==> config.mk <==
export PLATFORM = sky130hd
export DESIGN_NAME = bmce_encoder
export DESIGN_NICKNAME = d
export VERILOG_FILES = /design/src/rtl/bmce_pkg.sv /design/src/rtl/bmce_req_pick.sv /design/src/rtl/bmce_framer.sv /design/src/rtl/bmce_line.sv /design/src/rtl/bmce_encoder.sv
export SDC_FILE = /design/constraint.sdc
export NUM_CORES = 1
export LEC_CHECK = 0
export CORE_ASPECT_RATIO = 1.25
export CORE_UTILIZATION = 55
export CTS_CLUSTER_SIZE = 28
export DETAILED_ROUTE_END_ITERATION = 16
export DONT_BUFFER_PORTS = 1
export PLACE_DENSITY = 0.73
export SLEW_MARGIN = 20
export SYNTH_ARGS = -nofsm -noshare
export SYNTH_HDL_FRONTEND = slang
export SYNTH_SLANG_ARGS = --single-unit
==> constraint.sdc <==
create_clock -name clk -period 2.5 [get_ports clk]
set_input_delay 0 -clock clk [delete_from_list [all_inputs] [get_ports clk]]
set_output_delay 0 -clock clk [all_outputs]
set_load 0.05 [all_outputs]
==> src/rtl/bmce_pkg.sv <==
package bmce_pkg;

    localparam int CODE_W    = 8;
    localparam int START_LEN = 3;
    localparam int FRAME_LEN = START_LEN + CODE_W + 1;
    localparam int CNT_W     = $clog2(FRAME_LEN + 1);

    typedef logic [CODE_W-1:0] code_t;

    // Frame fields in transmit order, most significant first.
    typedef struct packed {
        logic [START_LEN-1:0] sync;
        code_t                code;
        logic                 par;
    } frame_t;

    typedef enum logic {
        HALF_LEAD  = 1'b0,
        HALF_TRAIL = 1'b1
    } half_e;

    function automatic logic even_par(code_t c);
        return ^c;
    endfunction

    function automatic frame_t build_frame(code_t c);
        frame_t f;
        f.sync = '1;
        f.code = c;
        f.par  = even_par(c);
        return f;
    endfunction

endpackage

==> src/rtl/bmce_req_pick.sv <==
module bmce_req_pick
    import bmce_pkg::*;
#(
    parameter int NUM_SRC = 8
) (
    input  logic                      clk,
    input  logic                      rst,
    input  logic [NUM_SRC-1:0]        trig,
    input  logic [NUM_SRC*CODE_W-1:0] code_tbl,
    input  logic                      take,
    output logic                      have_req,
    output code_t                     sel_code,
    output logic                      ovf
);

    logic [NUM_SRC-1:0] trig_q;
    logic [NUM_SRC-1:0] pend_q;
    logic [NUM_SRC-1:0] rise;
    logic [NUM_SRC-1:0] usable;
    logic [NUM_SRC-1:0] cand;
    logic [NUM_SRC-1:0] grant;
    logic [NUM_SRC-1:0] used;

    for (genvar g = 0; g < NUM_SRC; g++) begin : g_usable
        assign usable[g] = (code_tbl[g*CODE_W +: CODE_W] != '0);
    end

    assign rise     = trig & ~trig_q;
    assign cand     = pend_q & usable;
    assign have_req = |cand;
    assign used     = take ? grant : '0;

    // Lowest index wins: scan downward so the last hit is the lowest.
    always_comb begin
        grant = '0;
        for (int i = NUM_SRC - 1; i >= 0; i--) begin
            if (cand[i]) begin
                grant    = '0;
                grant[i] = 1'b1;
            end
        end
    end

    always_comb begin
        sel_code = '0;
        for (int i = 0; i < NUM_SRC; i++) begin
            if (grant[i]) begin
                sel_code = sel_code | code_tbl[i*CODE_W +: CODE_W];
            end
        end
    end

    always_ff @(posedge clk) begin
        if (rst) begin
            trig_q <= '0;
            pend_q <= '0;
            ovf    <= 1'b0;
        end else begin
            trig_q <= trig;
            pend_q <= (cand & ~used) | (rise & usable);
            if (|(rise & usable & cand & ~used)) begin
                ovf <= 1'b1;
            end
        end
    end

    AST_LOWEST_FIRST: assert property (@(posedge clk) disable iff (rst)
        (take && have_req) |-> ((cand & (used - NUM_SRC'(1))) == '0));

    AST_NO_ZERO_CODE: assert property (@(posedge clk) disable iff (rst)
        (take && have_req) |-> (sel_code != '0));

    AST_OVF_STICKY: assert property (@(posedge clk) disable iff (rst)
        ovf |=> ovf);

    AST_MERGE_FLAGS: assert property (@(posedge clk) disable iff (rst)
        (|(rise & cand & ~used)) |=> ovf);

endmodule

==> src/rtl/bmce_framer.sv <==
module bmce_framer
    import bmce_pkg::*;
(
    input  logic  clk,
    input  logic  rst,
    input  logic  cell_end,
    input  logic  have_req,
    input  code_t code_in,
    output logic  take,
    output logic  bit_o
);

    logic [FRAME_LEN-1:0] sr_q;
    logic [CNT_W-1:0]     left_q;
    logic [FRAME_LEN-1:0] fr_bits;

    assign take    = cell_end && (left_q == '0);
    assign fr_bits = build_frame(code_in);

    always_ff @(posedge clk) begin
        if (rst) begin
            sr_q   <= '0;
            left_q <= '0;
            bit_o  <= 1'b0;
        end else if (cell_end) begin
            if (left_q != '0) begin
                bit_o  <= sr_q[FRAME_LEN-1];
                sr_q   <= sr_q << 1;
                left_q <= left_q - CNT_W'(1);
            end else if (have_req) begin
                bit_o  <= fr_bits[FRAME_LEN-1];
                sr_q   <= fr_bits << 1;
                left_q <= CNT_W'(FRAME_LEN - 1);
            end else begin
                bit_o  <= 1'b0;
            end
        end
    end

    AST_FRAME_OPENS_ONE: assert property (@(posedge clk) disable iff (rst)
        (take && have_req) |=> bit_o);

    AST_IDLE_ZERO: assert property (@(posedge clk) disable iff (rst)
        (take && !have_req) |=> !bit_o);

    AST_COUNT_RANGE: assert property (@(posedge clk) disable iff (rst)
        left_q <= CNT_W'(FRAME_LEN - 1));

endmodule

==> src/rtl/bmce_line.sv <==
module bmce_line
    import bmce_pkg::*;
(
    input  logic clk,
    input  logic rst,
    input  logic bit_i,
    output logic cell_end,
    output logic line_o
);

    half_e half_q;
    logic  line_q;

    assign cell_end = (half_q == HALF_TRAIL);
    assign line_o   = line_q;

    always_ff @(posedge clk) begin
        if (rst) begin
            half_q <= HALF_LEAD;
            line_q <= 1'b0;
        end else if (half_q == HALF_TRAIL) begin
            half_q <= HALF_LEAD;
            line_q <= ~line_q;
        end else begin
            half_q <= HALF_TRAIL;
            if (bit_i) begin
                line_q <= ~line_q;
            end
        end
    end

    AST_CELL_EDGE: assert property (@(posedge clk) disable iff (rst)
        cell_end |=> (line_q != $past(line_q)));

    AST_MID_ZERO: assert property (@(posedge clk) disable iff (rst)
        (!cell_end && !bit_i) |=> $stable(line_q));

    AST_MID_ONE: assert property (@(posedge clk) disable iff (rst)
        (!cell_end && bit_i) |=> !$stable(line_q));

endmodule

==> src/rtl/bmce_encoder.sv <==
module bmce_encoder
    import bmce_pkg::*;
#(
    parameter int NUM_SRC = 8
) (
    input  logic                      clk,
    input  logic                      rst,
    input  logic [NUM_SRC-1:0]        trig_i,
    input  logic [NUM_SRC*CODE_W-1:0] code_tbl_i,
    output logic                      line_o,
    output logic                      ovf_o
);

    logic  take;
    logic  have_req;
    code_t sel_code;
    logic  cell_end;
    logic  cell_bit;

    bmce_req_pick #(.NUM_SRC(NUM_SRC)) u_pick (
        .clk      (clk),
        .rst      (rst),
        .trig     (trig_i),
        .code_tbl (code_tbl_i),
        .take     (take),
        .have_req (have_req),
        .sel_code (sel_code),
        .ovf      (ovf_o)
    );

    bmce_framer u_framer (
        .clk      (clk),
        .rst      (rst),
        .cell_end (cell_end),
        .have_req (have_req),
        .code_in  (sel_code),
        .take     (take),
        .bit_o    (cell_bit)
    );

    bmce_line u_line (
        .clk      (clk),
        .rst      (rst),
        .bit_i    (cell_bit),
        .cell_end (cell_end),
        .line_o   (line_o)
    );

endmodule

==> reports/metrics.csv <==
stage;metric;value;unit
outcome;status;complete, no violations;
sta;finalHoldWorstSlack;0.0180;ns
drt;met3_length;564;µm
yosys;ys_top_cells_by_count;nor2_1 (37), dfxtp_1 (35), a21oi_1 (30);
setup_path;ff2ff_path_depth;10;
yosys;ys_ff_latch;35;
die;start_util;0.578;
drt;drtAntennaViolNets;0;
sta;rsz0062_at_grt;yes;
yosys;synth_flop_cell;dfxtp_1;
power_and_ir_drop;peakVddDrop;0.473;mV
placed_design;dpl.hpwl;5040;µm
yosys;synth_top_area_share;0.296;
layout;fin_util;0.685;
sta;finalClockSkew;0.0122;ns
global_routing;grt_usage;0.305;
job;drv_cap;0;
setup_path;worst-setup-path-type;in -> reg;
setup_path;crit_top_cell;xnor2_1;
yosys;syn-cell-area;2370;µm²
yosys;yosysMostFrequentCell;nor2_1;
cts;worstSkewPairLatency;0.29;ns
die;die-width;60.7;µm
global_routing;grt_overflow;0;
yosys;synth.distinct_cells;55;
sta;relSlewSlack;0.606;
drt;drt_iter0_drc;241;
power_and_ir_drop;pwr_density_cell;575;nW/µm²
die;rows;26;
setup_path;cp_top_family;simple AND/OR/NAND/NOR gates;
cts;clock_tree.root_cell;clkbuf_8;
global_routing;grt_max_degree;37;
setup_path;worst-path-buf-inv;0;
global_routing;grt_pass1_wl;10200;µm
setup_path;crit_chain;or4_1, o21ai_4, nand3_4, nor4_1, a2111oi_4, xnor2_1, xnor2_1, xnor2_1, xnor2_1, o41ai_2;
setup_path;crit_path_start_kind;primary input;
drt;highest_layer;met4;
cts;cts_tree;yes;
cts;htreeDepth;2;
cts;clk_pin_slew_worst_paths;0.07;ns
drt;drt_first_pass_iters;5;
drt;wl_met2;3230;µm
yosys;synth_area_leaders;dfxtp_1 (30%), a21oi_1 (6.3%), nor2_1 (5.9%);
setup_path;slowest_delay;0.60;ns
drt;wl;6770;µm
global_routing;antenna_found_initial;0;
placed_design;numPortBuffers;0;
die;die_h;75.4;µm
drt;wire_per_inst;17.8;µm
drt;viasPerCell;6.50;
cts;ctsLongestPathBuffers;2;
drt;vias;2476;
power_and_ir_drop;leakage;0.972;nW
sta;max_freq;0.423;GHz
yosys;synth_area_leader_cell;dfxtp_1;
sta;hold_violations;0;
die;die_area;4570;µm²
sta;setup_slack;0.135;ns
layout;diodes;0;
die;core;4100;µm²
placed_design;gp_congestion;0.977;
setup_path;cpMaxStageDelayCell;or4_1;
setup_path;required;2.69;ns
yosys;ys_seq_area_frac;0.296;
layout;drive_gt1_frac;0.163;
die;ios;76;
sta;setup-violations-final;0;
setup_path;end_kind;flip-flop;
yosys;synthArstFlopShare;0;
global_routing;grt_pass1_vias;2289;
yosys;syn_inst;300;
yosys;synth_edf_count;0;
sta;drv_slew;0;
setup_path;worstPathArrival;2.56;ns
drt;drc;0;
setup_path;crit_cells;10;
yosys;synth_fp_nets;375;
placed_design;place_area;2510;µm²
yosys;yosys_warnings;0;
layout;layout.nets;400;
cts;clock-sinks;35;
worst_hold_path;min_path_type;in -> reg;
sta;post-route-period-util;0.946;
worst_hold_path;holdPathStages;3;
sta;tightest_slew;0.585;ns
setup_path;critPathMaxFanout;11;
yosys;avgSynthCellArea;7.89;µm²
layout;area_delta_synth_final;18.7;%
placed_design;pre_cts_ws;-0.0526;ns
sta;min_period;2.36;ns
cts;numCtsBuffers;5;
layout;final_area;2810;µm²
drt;wirelength_met1;2800;µm
registers in the layout, indices dropped and copies added, names as in the netlist:
name and flops:
u_pick.pend_q 8, u_line.line_o 1, u_framer.sr_q 11, u_framer.left_q 4
u_pick.trig_q 8, u_line.cell_end 1, u_pick.ovf 1, u_framer.bit_o 1
stage by stage:
stage	setup TNS (ns)	cells	total power, mW
2_1_floorplan	0	300	1.05
3_3_place_gp	0	361	1.15
3_5_place_dp	-0.0526	361	1.15
4_1_cts	0	381	1.60
5_1_grt	-0.00819	381	1.70
6_report	0	381	1.62
area by class of cell:
class	instances	area [µm²]
clock buffer	6	82.6
clock inverter	1	5.00
fill	350	1290
inverter	3	11.3
multi-input combinational	247	1650
sequential	35	701
tap	56	70.1
timing repair buffer	33	290
worst reg2reg max path, cell delays in order (launching register included):
cell and delay, ns:
dfxtp_1 0.37, o21ai_4 0.10, buf_4 0.16, and3_1 0.17, a221o_1 0.31, a2111oi_4 0.34
xnor2_1 0.18, xnor2_1 0.18, xnor2_1 0.16, xnor2_1 0.11, o41ai_2 0.20
timing repair:
| action | CTS | global route |
|---|---|---|
| hold endpoints to repair | 35 | 0 |
| resized for setup | 3 | 6 |
| setup buffers | 0 | 0 |
| endpoints found under the setup margin | 1 | 2 |
| pin swaps | 0 | 0 |
| hold buffers | 13 | 0 |
worst paths after layout:
path                                           end  slack, ns               start
worst min register to register  u_framer.left_q[2]       0.47  u_framer.left_q[2]
worst max register to register    u_framer.sr_q[1]       0.14    u_pick.pend_q[0]
worst max-delay path              u_framer.sr_q[1]       0.14       code_tbl_i[1]
worst min-delay path              u_pick.pend_q[3]       0.02           trig_i[3]
metal layers:
metal,up-vias,global-route usage
li1,1193,-
met1,1127,0.374
met2,137,0.520
met3,19,0.0577
met4,0,0.126
met5,-,0
report_power, final:
group | total [mW] | switching, mW | internal [mW]
Sequential | 0.662 | 0.0527 | 0.610
Clock | 0.408 | 0.192 | 0.216
Combinational | 0.545 | 0.300 | 0.245
cells in the final DEF (no fill, tap or decap), types with 2 or more instances in the layout:
cell type,n
nand2b_1,3
o21ai_4,3
nor2_1,37
a21oi_1,30
a221o_1,4
nor3b_1,4
dlygate4sd3_1,12
dfxtp_1,35
nor2b_1,19
a211oi_1,5
nand4_1,4
a32oi_1,8
a311oi_1,6
nand2_2,2
xnor2_1,5
nor3_4,2
o211ai_1,3
inv_1,3
a2111oi_4,4
clkbuf_8,6
nand2_1,21
nand3b_1,2
nor4_1,6
o21ai_1,3
o21ai_2,2
nand3_1,11
o21ai_0,11
nor3_1,12
buf_4,20
or4_1,10
or4_4,4
a31oi_1,2
and3_1,5
cells by family after synthesis:
| group | synth area share |
|---|---|
| compound gates | 0.276 |
| xor+xnor | 0.0222 |
| fa+ha+maj | 0.00528 |
| buf+inv | 0.0370 |
| flops | 0.296 |
| mux | 0.00423 |
| simple gates | 0.359 |
Power figures use the tool's default switching activity.
